**config.mk**
```make
export PLATFORM = sky130hd
export DESIGN_NAME = gpio_irq_ctrl
export DESIGN_NICKNAME = d
export VERILOG_FILES = /design/src/rtl/gpio_ctrl_pkg.sv /design/src/rtl/gpio_sync.sv /design/src/rtl/gpio_pad_mux.sv /design/src/rtl/gpio_irq_unit.sv /design/src/rtl/gpio_irq_ctrl.sv
export SDC_FILE = /design/constraint.sdc
export NUM_CORES = 1
export LEC_CHECK = 0
export BUFFER_PORTS_ARGS = -buffer_cell sky130_fd_sc_hd__buf_2
export CAP_MARGIN = 20
export CORE_MARGIN = 1
export CORE_UTILIZATION = 45
export CTS_CLUSTER_SIZE = 40
export DETAILED_ROUTE_END_ITERATION = 16
export GPL_TIMING_DRIVEN = 0
export PLACE_DENSITY_LB_ADDON = 0.12
export REMOVE_ABC_BUFFERS = 1
export SYNTH_ARGS = -nofsm -noshare
export SYNTH_HDL_FRONTEND = slang
export SYNTH_SLANG_ARGS = --single-unit
```
**constraint.sdc**
```tcl
create_clock -name clk -period 6.1 [get_ports clk]
set_clock_uncertainty 0.1 [all_clocks]
set_input_delay 1.22 -clock clk [delete_from_list [all_inputs] [get_ports clk]]
set_output_delay 1.22 -clock clk [all_outputs]
set_load 0.01 [all_outputs]
```
**src/rtl/gpio_ctrl_pkg.sv**
```systemverilog
package gpio_ctrl_pkg;
  localparam int ADRW = 4;

  // Banked registers: base address plus bank index
  localparam logic [ADRW-1:0] ADR_DIR  = 4'h0;
  localparam logic [ADRW-1:0] ADR_SEL  = 4'h2;
  localparam logic [ADRW-1:0] ADR_OUT  = 4'h4;
  localparam logic [ADRW-1:0] ADR_IN   = 4'h6;
  // Interrupt registers, one each
  localparam logic [ADRW-1:0] ADR_EDGE = 4'h8;
  localparam logic [ADRW-1:0] ADR_HIGH = 4'h9;
  localparam logic [ADRW-1:0] ADR_LOW  = 4'hA;
  localparam logic [ADRW-1:0] ADR_EN   = 4'hB;
  localparam logic [ADRW-1:0] ADR_CLR  = 4'hC;
  localparam logic [ADRW-1:0] ADR_STAT = 4'hD;

  function automatic logic [ADRW-1:0] bank_adr(input logic [ADRW-1:0] base, input int bank);
    return base + ADRW'(bank);
  endfunction

  // Edge qualifier: polarity bits select which transitions count
  function automatic logic edge_match(input logic hi, input logic lo,
                                      input logic cur, input logic prev);
    return (hi & cur & ~prev) | (lo & ~cur & prev);
  endfunction

  // Level qualifier: polarity bits select which level counts
  function automatic logic level_match(input logic hi, input logic lo, input logic cur);
    return (hi & cur) | (lo & ~cur);
  endfunction
endpackage

```
**src/rtl/gpio_sync.sv**
```systemverilog
module gpio_sync #(
  parameter int W = 64
) (
  input  logic         clk,
  input  logic         rst_n,
  input  logic [W-1:0] async_i,
  output logic [W-1:0] sync_o
);
  logic [W-1:0] stage1_q, stage2_q;

  always_ff @(posedge clk) begin
    if (!rst_n) begin
      stage1_q <= '0;
      stage2_q <= '0;
    end else begin
      stage1_q <= async_i;
      stage2_q <= stage1_q;
    end
  end

  assign sync_o = stage2_q;


  sync_pipe_chk: assert property (@(posedge clk) disable iff (!rst_n)
    sync_o == $past(stage1_q));
endmodule

```
**src/rtl/gpio_pad_mux.sv**
```systemverilog
module gpio_pad_mux #(
  parameter int W = 64
) (
  input  logic         clk,
  input  logic         rst_n,
  input  logic [W-1:0] dir_i,
  input  logic [W-1:0] sel_i,
  input  logic [W-1:0] latch_i,
  input  logic [W-1:0] alt_out_i,
  input  logic [W-1:0] alt_oe_i,
  output logic [W-1:0] pin_out_o,
  output logic [W-1:0] pin_oe_o
);
  for (genvar i = 0; i < W; i++) begin : g_pad
    assign pin_oe_o[i]  = sel_i[i] ? alt_oe_i[i]  : dir_i[i];
    assign pin_out_o[i] = sel_i[i] ? alt_out_i[i] : latch_i[i];
  end


  gpio_oe_chk: assert property (@(posedge clk) disable iff (!rst_n)
    ((pin_oe_o ^ dir_i) & ~sel_i) == '0);

  alt_oe_chk: assert property (@(posedge clk) disable iff (!rst_n)
    ((pin_oe_o ^ alt_oe_i) & sel_i) == '0);
endmodule

```
**src/rtl/gpio_irq_unit.sv**
```systemverilog
module gpio_irq_unit import gpio_ctrl_pkg::*; #(
  parameter int N = 16
) (
  input  logic         clk,
  input  logic         rst_n,
  input  logic [N-1:0] smp_i,
  input  logic [N-1:0] trig_edge_i,
  input  logic [N-1:0] trig_high_i,
  input  logic [N-1:0] trig_low_i,
  input  logic [N-1:0] clr_i,
  input  logic [N-1:0] en_i,
  output logic [N-1:0] status_o,
  output logic         irq_o
);
  logic [N-1:0] prev_q, sticky_q, sticky_d;
  logic [N-1:0] edge_hit, level_hit;

  always_ff @(posedge clk) begin
    if (!rst_n) begin
      prev_q   <= '0;
      sticky_q <= '0;
    end else begin
      prev_q   <= smp_i;
      sticky_q <= sticky_d;
    end
  end

  for (genvar i = 0; i < N; i++) begin : g_pin
    assign edge_hit[i]  = trig_edge_i[i] &
                          edge_match(trig_high_i[i], trig_low_i[i], smp_i[i], prev_q[i]);
    assign level_hit[i] = ~trig_edge_i[i] &
                          level_match(trig_high_i[i], trig_low_i[i], smp_i[i]);
    assign sticky_d[i]  = (clr_i[i] | ~trig_edge_i[i]) ? 1'b0 : (sticky_q[i] | edge_hit[i]);
    assign status_o[i]  = ~clr_i[i] & (trig_edge_i[i] ? sticky_q[i] : level_hit[i]);


    sticky_hold_chk: assert property (@(posedge clk) disable iff (!rst_n)
      (sticky_q[i] && trig_edge_i[i] && !clr_i[i]) |=> sticky_q[i]);

    edge_set_chk: assert property (@(posedge clk) disable iff (!rst_n)
      (edge_hit[i] && !clr_i[i]) |=> sticky_q[i]);

    clr_flush_chk: assert property (@(posedge clk) disable iff (!rst_n)
      clr_i[i] |=> !sticky_q[i]);

    quiet_mode_chk: assert property (@(posedge clk) disable iff (!rst_n)
      !(trig_edge_i[i] || trig_high_i[i] || trig_low_i[i]) |-> !status_o[i]);
  end

  assign irq_o = |(status_o & en_i);


  irq_gate_chk: assert property (@(posedge clk) disable iff (!rst_n)
    irq_o |-> (en_i != '0));
endmodule

```
**src/rtl/gpio_irq_ctrl.sv**
```systemverilog
module gpio_irq_ctrl import gpio_ctrl_pkg::*; #(
  parameter int NPINS = 64,
  parameter int BANKW = 32,
  parameter int NIRQ  = 16
) (
  input  logic             clk,
  input  logic             rst_n,
  input  logic             wr_en,
  input  logic [ADRW-1:0]  addr,
  input  logic [BANKW-1:0] wdata,
  output logic [BANKW-1:0] rdata,
  input  logic [NPINS-1:0] pin_in,
  output logic [NPINS-1:0] pin_out,
  output logic [NPINS-1:0] pin_oe,
  input  logic [NPINS-1:0] alt_out,
  input  logic [NPINS-1:0] alt_oe,
  output logic             irq
);
  localparam int BANKS = NPINS / BANKW;

  logic [NPINS-1:0] dir_q, sel_q, out_q, smp;
  logic [NIRQ-1:0]  edge_q, high_q, low_q, en_q, clr_q, status;

  gpio_sync #(.W(NPINS)) u_sync (
    .clk(clk), .rst_n(rst_n), .async_i(pin_in), .sync_o(smp)
  );

  for (genvar b = 0; b < BANKS; b++) begin : g_bank
    always_ff @(posedge clk) begin
      if (!rst_n) begin
        dir_q[b*BANKW +: BANKW] <= '0;
        sel_q[b*BANKW +: BANKW] <= '0;
        out_q[b*BANKW +: BANKW] <= '0;
      end else if (wr_en) begin
        if (addr == bank_adr(ADR_DIR, b)) dir_q[b*BANKW +: BANKW] <= wdata;
        if (addr == bank_adr(ADR_SEL, b)) sel_q[b*BANKW +: BANKW] <= wdata;
        if (addr == bank_adr(ADR_OUT, b)) out_q[b*BANKW +: BANKW] <= wdata;
      end
    end
  end

  always_ff @(posedge clk) begin
    if (!rst_n) begin
      edge_q <= '0;
      high_q <= '0;
      low_q  <= '0;
      en_q   <= '0;
      clr_q  <= '0;
    end else if (wr_en) begin
      case (addr)
        ADR_EDGE: edge_q <= wdata[NIRQ-1:0];
        ADR_HIGH: high_q <= wdata[NIRQ-1:0];
        ADR_LOW:  low_q  <= wdata[NIRQ-1:0];
        ADR_EN:   en_q   <= wdata[NIRQ-1:0];
        ADR_CLR:  clr_q  <= wdata[NIRQ-1:0];
        default: ;
      endcase
    end
  end

  always_comb begin
    rdata = '0;
    for (int b = 0; b < BANKS; b++) begin
      if (addr == bank_adr(ADR_DIR, b)) rdata = dir_q[b*BANKW +: BANKW];
      if (addr == bank_adr(ADR_SEL, b)) rdata = sel_q[b*BANKW +: BANKW];
      if (addr == bank_adr(ADR_OUT, b)) rdata = out_q[b*BANKW +: BANKW];
      if (addr == bank_adr(ADR_IN, b))  rdata = smp[b*BANKW +: BANKW];
    end
    case (addr)
      ADR_EDGE: rdata = BANKW'(edge_q);
      ADR_HIGH: rdata = BANKW'(high_q);
      ADR_LOW:  rdata = BANKW'(low_q);
      ADR_EN:   rdata = BANKW'(en_q);
      ADR_CLR:  rdata = BANKW'(clr_q);
      ADR_STAT: rdata = BANKW'(status);
      default: ;
    endcase
  end

  gpio_pad_mux #(.W(NPINS)) u_pad (
    .clk(clk), .rst_n(rst_n),
    .dir_i(dir_q), .sel_i(sel_q), .latch_i(out_q),
    .alt_out_i(alt_out), .alt_oe_i(alt_oe),
    .pin_out_o(pin_out), .pin_oe_o(pin_oe)
  );

  gpio_irq_unit #(.N(NIRQ)) u_irq (
    .clk(clk), .rst_n(rst_n),
    .smp_i(smp[NIRQ-1:0]),
    .trig_edge_i(edge_q), .trig_high_i(high_q), .trig_low_i(low_q),
    .clr_i(clr_q), .en_i(en_q),
    .status_o(status), .irq_o(irq)
  );


  irq_reg_width_chk: assert property (@(posedge clk) disable iff (!rst_n)
    (addr >= ADR_EDGE && addr <= ADR_STAT) |-> (rdata[BANKW-1:NIRQ] == '0));
endmodule

```
After elaboration in Yosys (flattened, before gate mapping)
Index checks and enable logic that the tools add are counted.
{"block": "word_totals", "out_inout_bits": 161, "word_cells": 467, "ff_bits": 432}
{"block": "op_classes", "muxes": 153, "n_eq_ne": 13, "bitwise": 242, "reduce_logical": 29}
{"cell": "$mux W32", "n": 8}
{"cell": "$pmux W32 S6", "n": 1}
{"cell": "$mux W1", "n": 144}
{"cell": "$and A1 B1 Y1", "n": 112}
{"cell": "$not A1 Y1", "n": 65}
{"cell": "$or A1 B1 Y1", "n": 64}
{"cell": "$reduce_or A2 Y1", "n": 16}
{"cell": "$eq A4 B4 Y1 const B", "n": 6}
{"cell": "$reduce_and A2 Y1", "n": 11}
{"cell": "$and A16 B16 Y16", "n": 1}
{"cell": "$eq A4 B3 Y1 const B", "n": 4}
{"cell": "$reduce_or A16 Y1", "n": 1}
{"cell": "$eq A4 B2 Y1 const B", "n": 2}
{"cell": "$eq A4 B1 Y1 const B", "n": 1}
{"cell": "$logic_not A4 Y1", "n": 1}

Depth between registers and ports, before layout
Gate-level depths: netlist of the first run.
{"block": "logic_depth", "word_depth": 10, "ltp_mapped": 10, "depth_no_buf": 5}

By module
A second synthesis of the first run with hierarchy kept.
{"block": "unflattened", "cells_unflattened": 2336, "hier_area_um2": 20898.8}
{"mod": "gpio_irq_ctrl", "instances": 1, "seq_area_each_um2": 5445.2, "cells_each": 1723, "area_per_inst_um2": 13890.8}
{"mod": "gpio_sync", "instances": 1, "seq_area_each_um2": 2562.5, "cells_each": 270, "area_per_inst_um2": 3550.9}
{"mod": "gpio_irq_unit", "instances": 1, "seq_area_each_um2": 640.6, "cells_each": 215, "area_per_inst_um2": 1940.6}
{"mod": "gpio_pad_mux", "instances": 1, "seq_area_each_um2": 0.0, "cells_each": 128, "area_per_inst_um2": 1516.5}

Worst setup path after synthesis of the first run
No wires, ideal clock.
{"block": "synth_timing", "path_kind": "input to output", "from": "input port addr[2]", "to": "output port rdata[16]", "arrival_time_ns": 2.568, "cell_stages": 8, "required_time_ns": 4.780, "path_buffers": 4, "slack_ns": 2.212, "cell_sequence": "buf_6 -> buf_6 -> or2_1 -> buf_6 -> nor2_8 -> buf_2 -> a21oi_1 -> a221oi_1"}
{"block": "synth_between", "elab_chain_cells": 10, "elab_cells_between_ends": 23, "cone_classes": "eq/ne (13); mux (9); reduce/logical (1)"}
{"element": "start: declaration", "line": "gpio_irq_ctrl.sv:9", "rtl": "input logic [ADRW-1:0] addr,"}
{"element": "$logic_not A4 Y1", "line": "gpio_irq_ctrl.sv:64", "rtl": "if (addr == bank_adr(ADR_DIR, b)) rdata = dir_q[b*BANKW +: BANKW];"}
{"element": "$mux W32", "line": "gpio_irq_ctrl.sv:64"}
{"element": "$mux W32", "line": "gpio_irq_ctrl.sv:65", "rtl": "if (addr == bank_adr(ADR_SEL, b)) rdata = sel_q[b*BANKW +: BANKW];"}
{"element": "$mux W32", "line": "gpio_irq_ctrl.sv:66", "rtl": "if (addr == bank_adr(ADR_OUT, b)) rdata = out_q[b*BANKW +: BANKW];"}
{"element": "$mux W32", "line": "gpio_irq_ctrl.sv:67", "rtl": "if (addr == bank_adr(ADR_IN, b)) rdata = smp[b*BANKW +: BANKW];"}
{"element": "$mux W32", "line": "gpio_irq_ctrl.sv:64"}
{"element": "$mux W32", "line": "gpio_irq_ctrl.sv:65"}
{"element": "$mux W32", "line": "gpio_irq_ctrl.sv:66"}
{"element": "$mux W32", "line": "gpio_irq_ctrl.sv:67"}
{"element": "$pmux W32 S6 (*)", "line": "gpio_irq_ctrl.sv:69", "rtl": "case (addr)"}
{"element": "end: declaration", "line": "gpio_irq_ctrl.sv:11", "rtl": "output logic [BANKW-1:0] rdata,"}
Every way passes the cells marked *; elsewhere a longest branch is shown, timed or not.

Worst setup path after layout of the first run
{"block": "layout_timing", "from": "input port addr[1]", "to": "output port rdata[9]"}
The elaborated chain is that of the path after synthesis.

==> run metrics, run 1 <==
count of instances resized after the clock tree is built=0; top-count cell post-synth=nand2_1; half-perimeter wire length after placement=~44000 um; Final Non-Filler Cells=3177; floorplan row count=76; register bit total from synthesis=432; fraction of synthesis flops using an asynchronous set or reset pin=0%; dpl ws=0.647 ns; vias in the first global route=approximately 16000; total clock buffers created by CTS=46; min setup slack post-route=0.568 ns; buffers from clock root to sink, at most=3; leading post-synthesis cells by cell area=dfxtp_1, nand2_1, mux2_2, a21boi_0, and2_1; peak fanout along the critical path=49; Final Hold Fails=0; Reg clk slew, reported paths=0.06 ns; clock tree from TritonCTS=yes; DRT met1 WL=29600 um; Slowest-stage cell, CP=nor2b_2; GRT overflow=0; leakage power=9.29 nW; required time reported for the critical path endpoint=4.78 ns; measured slew at the worst slew-check pin=approximately 1.1 ns; die outline width=211 um; placed insts=3096; unique cell type count in the Yosys netlist=64; highest routed layer=met5; hold bufs inserted after CTS=0; Mapped Area=19700 sq um; H-Tree Level Count=2; initial antenna violation count=5; Total Nets Final=2790; gate count of the mapped netlist=2274; synth-to-layout area growth=19.3%; slew margin rel.=about a quarter; kind of start point of the critical path=input port; ratio of cells with drive above 1 in the final layout=25.2%; dominant synthesized flop cell=dfxtp_1; clock latency at the later pin of the worst-skew pair=slightly below 0.6 ns; number of synthesized flops with an enable pin=0; Post-Route WL=67700 um; combined global-route utilization of all metal layers=29.8%; number of inserted filler cells in the final layout=slightly above 4000; Final ANT Viol Nets=0; I/O pin count=392; Post-synth top cells=nand2_1, dfxtp_1, a21boi_0; initial core utilization=45.7%; area of the die=44600 sq um; DRC=0; end-of-flow core utilization=54.5%; share of the yosys chip area belonging to registers=43.9%; Ys Warns=0; number of buffer and inverter stages on the critical path=4; Max Cap Viol=0; Final Wtd Congestion=0.839; peak per-stage delay on the critical path=0.77 ns; top achievable clock speed=181 MHz; global-route wire length before repair=101000 um; detailed route wirelength on metal2=31300 um; category of cells accounting for the largest share of critical-path delay=buffers and inverters; type of the most critical hold path=flip-flop to flip-flop; final non-filler cell area=23500 sq um; endpoints failing setup=0; WP data arrival=roughly 4.2 ns; result of the run=completed; height of the die=roughly 210 um; top cell type by total area after synthesis=dfxtp_1; Setup crit end kind=output pin; violation count after the first detailed-route iteration=approximately 1400; vias per inst=roughly 5.5; buffers inserted during post-CTS setup optimization=0; buffers added on ports=just under 400; mean cell area of the mapped netlist=8.65 sq um; power density of the placed cells=between 200 and 300 nW/um^2; Yosys top cell area share=43.9%; placed cell area=22000 sq um; period utilisation layout=90.7%; Worst Setup Path Type=input port to output pin; met3 routed WL=4790 um; critical-path cell list=buf_4, buf_16, nor2b_1, nor2b_2, buf_6, a21oi_1, a21boi_0, o221ai_1, buf_2; fin crit period=5.53 ns; routed wirelength normalized by instance count=~21 um; number of clock sinks=around 430; Core Region=43100 sq um; Detailed Routing Iterations Pass 1=5; CTS Root Cell=clkbuf_16; via total after detailed routing=17578; worst vdd ir=roughly 0.23 mV; maximum number of pins on one net before global-route repair=153; setup repair after global routing missed its margin=false; number of pins exceeding their max-slew limit in the final report=0
## per-layer routing
metal | vias up | GRT usage, %
met4 | 2 | 11.8
met5 | - | 0
met1 | 8416 | 40.1
met2 | 716 | 48.2
li1 | 8320 | -
met3 | 124 | 4.22
## per-stage QoR
stage / power [mW] / hold WS (ns) / TNS, ns
CTS: 6.29 / 0.327 / 0
global route: 6.46 / 0.336 / 0
finish: 6.25 / 0.327 / 0
global placement: 3.47 / 0.313 / -74.98
floorplan: 3.17 / 0.312 / 0
detailed placement: 3.47 / 0.317 / 0
## power breakdown
part | internal, mW | total (mW) | switching, mW
clock | 1.69 | 2.84 | 1.15
combinational | 0.203 | 0.486 | 0.283
sequential | 2.89 | 2.93 | 0.0408
total | 4.78 | 6.25 | 1.47
## logic make-up (layout without fill, tap and decap cells)
group	after synthesis	in the layout	share of synthesized area, %
AOI/OAI and AO/OA	539	539	19.7
DFF	432	432	43.9
and+or+nand+nor	941	941	21.7
other	0	4	0
muxes	177	177	9.94
buffers and inverters	185	499	4.71
## flip-flops by register name (all words and copies together) (netlist names)
| signal | cells |
|---|---|
| en_q | 16 |
| u_sync.sync_o | 64 |
| high_q | 16 |
| dir_q | 64 |
| u_irq.prev_q | 16 |
| sel_q | 64 |
| u_irq.sticky_q | 16 |
| low_q | 16 |
| edge_q | 16 |
| out_q | 64 |
| clr_q | 16 |
| u_sync.stage1_q | 64 |
## placed cells by master (no fill, tap or decap), types with 6 or more instances in the layout
cell type  netlist  routed
a222oi_1         8       8
o211ai_1         6       6
o21ai_0         32      32
a21o_1           7       7
a21boi_1        94      94
mux2_2         138     138
clkbuf_16        0      47
a21oi_1         68      68
nand3b_1        16      16
o22ai_1         27      27
nand2_1        628     624
buf_12           0       8
mux2i_1         38      38
nand2b_1        12      12
inv_1           10      10
a211o_1          6       6
o32a_1           7       7
a21boi_0       181     181
buf_16           0       7
clkinv_2         0       6
nand4_1          6       6
nor3b_1          7       7
and2_1         152     150
a311oi_1         6       6
buf_2           50     389
clkbuf_1        91       9
dfxtp_1        432     432
a221oi_1        12      12
nor2b_1         12      11
nor3_1          29      29
nor2_1          48      46
a22oi_1         57      57
clkbuf_8         0      10
## area by class of cell
type                       instances  area, sq um  area share, %
antenna                            4         10.0         0.0426
clock buffer                      66         1350           5.74
clock inverter                    11          159          0.677
inverter                          11         41.3          0.176
multi-input combinational       1657        10100           43.2
sequential                       432         8650           36.8
tap                              585          732           3.12
timing repair buffer             411         2390           10.2
## final timing paths
kind | startpoint | end | slack, ns | cells past startpoint
max | addr[1] | rdata[9] | 0.57 | 9
min | u_sync.stage1_q[2] | u_sync.sync_o[2] | 0.33 | 1
min reg2reg | u_sync.stage1_q[2] | u_sync.sync_o[2] | 0.33 | 1
max reg2reg | u_sync.sync_o[6] | u_irq.sticky_q[6] | 5.01 | 4
(Power assumes the default switching activity.)
==> inputs of run 2 (changes only) <==
--- a/config.mk
+++ b/config.mk
@@ -7,11 +7,13 @@
 export LEC_CHECK = 0
 export BUFFER_PORTS_ARGS = -buffer_cell sky130_fd_sc_hd__buf_2
 export CAP_MARGIN = 20
+export CORE_ASPECT_RATIO = 0.6
 export CORE_MARGIN = 1
 export CORE_UTILIZATION = 45
 export CTS_CLUSTER_SIZE = 40
 export DETAILED_ROUTE_END_ITERATION = 16
 export GPL_TIMING_DRIVEN = 0
+export HOLD_SLACK_MARGIN = 0.15
 export PLACE_DENSITY_LB_ADDON = 0.12
 export REMOVE_ABC_BUFFERS = 1
 export SYNTH_ARGS = -nofsm -noshare
==> constraint.sdc (replaced) <==
create_clock -name clk -period 4.6 [get_ports clk]
set_clock_uncertainty 0.1 [all_clocks]
set_input_delay 0.92 -clock clk [delete_from_list [all_inputs] [get_ports clk]]
set_output_delay 0.92 -clock clk [all_outputs]
set_load 0.01 [all_outputs]
==> run 2 against run 1 <==
Hold slack barely moved. Combinational power rose by 37%. Global-route usage rose by 1.1 points. Die area barely moved. Highest routed layer is now met4.
==> run metrics, run 2 (same netlist as run 1, synthesis figures left out) <==
initial antenna violation count=3 (-2); peak fanout along the critical path=45 (-8.2%); worst vdd ir=0.315 mV (+39%); period utilisation layout=96.7%; Worst R2R Start=u_sync.sync_o[3]; hold-critical path endpoint=u_sync.sync_o[54]; routed wirelength normalized by instance count=22.3 um (+4.7%); power density of the placed cells=344 nW/um^2 (+29%); met3 track demand over resource in global routing=5.85% (+1.6 points); floorplan row count=58 (-24%); vias per inst=5.70 (+3.0%); buffers added on ports=391 (unchanged); min setup slack post-route=0.151 ns (-0.417 ns); sequential share of power=47.9% (+1.1 points); Slowest-stage cell, CP=o32a_1; height of the die=164 um (-22%); Final ANT Viol Nets=0 (unchanged); Detailed Routing Iterations Pass 1=6 (+1); Core Region=42500 sq um (-1.3%); hold depth=1 (unchanged); Final Wtd Congestion=0.846 (+0.86%); type of the most critical hold path=flip-flop to flip-flop; proportion of total power due to net switching=24.4% (+0.85 points); hold bufs inserted after CTS=0 (unchanged); worst min-delay path startpoint=u_sync.stage1_q[54]; Post-Route WL=70800 um (+4.5%); depth of the worst register-to-register path=4 (unchanged); number of pins exceeding their max-slew limit in the final report=0 (unchanged); WP data arrival=3.43 ns (-0.78 ns); violation count after the first detailed-route iteration=1663 (+16%); Switch Pwr=1.97 mW (+34%); Max Cap Viol=0 (unchanged); number of clock sinks=432 (unchanged); GRT overflow=0 (unchanged); Setup crit end kind=output pin; buffers from clock root to sink, at most=3 (unchanged); via total after detailed routing=18064 (+2.8%); met1 usage in global routing=42.9% (+2.9 points); result of the run=completed; required time reported for the critical path endpoint=3.58 ns (-1.20 ns); CP startpoint=addr[1]; die outline width=272 um (+29%); global-route wire length before repair=105000 um (+4.4%); power share of the clock group=43.8% (-1.6 points); ratio of cells with drive above 1 in the final layout=25.7% (+0.50 points); CTS Root Cell=clkbuf_16; Final Hold Fails=0 (unchanged); measured slew at the worst slew-check pin=1.08 ns (-0.0308 ns); vias in the first global route=17249 (+5.3%); combined global-route utilization of all metal layers=31.0% (+1.1 points); slew margin rel.=27.8% (+2.6 points); initial core utilization=46.3% (+0.59 points); total clock buffers created by CTS=42 (-8.7%); clock latency at the later pin of the worst-skew pair=0.56 ns (-0.02 ns); cell internal pwr=6.12 mW (+28%); Worst Setup Path Type=input port to output pin; I/O pin count=392 (unchanged); clock tree from TritonCTS=yes; Reg clk slew, reported paths=0.06 ns (about the same); kind of start point of the critical path=input port; DRC=0 (unchanged); setup repair after global routing missed its margin=false; Total Nets Final=2796 (+0.22%); combinational fraction of design power=8.2% (+0.4 points); half-perimeter wire length after placement=46300 um (+4.7%); end-of-flow core utilization=55.3% (+0.79 points); endpoints failing setup=0 (unchanged); endpoint of the lowest-slack register-to-register path=u_irq.sticky_q[3]; leakage power=9.31 nW (+0.26%); most common cell after layout, fill and taps aside=nand2_1; critical-path cell list=clkbuf_8, buf_16, nor2_2, and3_4, a222oi_1, nand2_1, o32a_1, buf_2; peak per-stage delay on the critical path=0.40 ns (-0.37 ns); highest-utilization routing layer at the global route stage=met2; area of the die=44600 sq um (about the same); Total Power Consumption=8.10 mW (+29%); top achievable clock speed=225 MHz; fin crit period=4.45 ns; H-Tree Level Count=2 (unchanged); dpl ws=-0.432 ns (-1.08 ns); commonest cells after routing, fill and taps aside=nand2_1, dfxtp_1, buf_2; synth-to-layout area growth=19.5%; maximum number of pins on one net before global-route repair=157 (+2.6%); slack of the worst reg-to-reg path=3.47 ns (-1.54 ns); GRT met2 Usage=48.7% (+0.53 points); number of inserted filler cells in the final layout=3929 (-3.3%)
-- run 2: power groups by stage --
stage | registers, mW | clock network, mW | logic (mW)
floorplan | 3.94 | 0 | 0.263
global placement | 3.96 | 0 | 0.638
detailed placement | 3.96 | 0 | 0.649
CTS | 3.88 | 3.58 | 0.652
global route | 3.89 | 3.74 | 0.707
finish | 3.88 | 3.55 | 0.666
-- run 2: worst max path at each step --
stage | end | slack [ns] | depth (start not counted)
3_3_place_gp | rdata[7] | -2.07 | 7
5_1_grt | rdata[7] | 0.08 | 9
4_1_cts | rdata[30] | 0.03 | 9
6_report | rdata[3] | 0.15 | 8
3_5_place_dp | rdata[3] | -0.43 | 8
2_1_floorplan | rdata[12] | 1.28 | 5
-- run 2: metrics by stage --
step	hold slack, ns	setup TNS, ns	instances	instance area (sq um)
floorplan	0.312	0	2100	18800
global placement	0.314	-640.63	3061	21500
detailed placement	0.317	-4.33	3086	22000
CTS	0.326	0	3161	23400
global route	0.338	0	3169	23500
finish	0.326	0	3170	23500
-- run 2: what timing repair did --
item,in CTS,in global routing
pin swaps,0,1
buffers inserted,0,4
endpoints found under the setup margin,16,3
gates resized for setup,3,4
-- run 2: critical path: cells and delay by family --
family | cells | cell delay (ns)
AO/OA/AOI/OAI | 2 | 0.76
buffers and inverters | 3 | 0.85
AND/OR/NAND/NOR | 3 | 0.78
-- run 2: metal layers --
metal,wire (um),part of all wire [%]
met5,0,0
met3,6290,8.9
met4,1740,2.5
met1,31400,44
met2,31300,44
-- run 2: cell type report --
| type | instances | area [sq um] | share of cell area (%) |
|---|---|---|---|
| Multi-Input combinational cell | 1657 | 10200 | 43.2 |
| Sequential cell | 432 | 8650 | 36.8 |
| Timing Repair Buffer | 421 | 2550 | 10.8 |
| Clock buffer | 62 | 1270 | 5.39 |
| Tap cell | 570 | 713 | 3.03 |
| Clock inverter | 13 | 119 | 0.506 |
| Inverter | 11 | 41.3 | 0.176 |
| Antenna cell | 4 | 10.0 | 0.0426 |
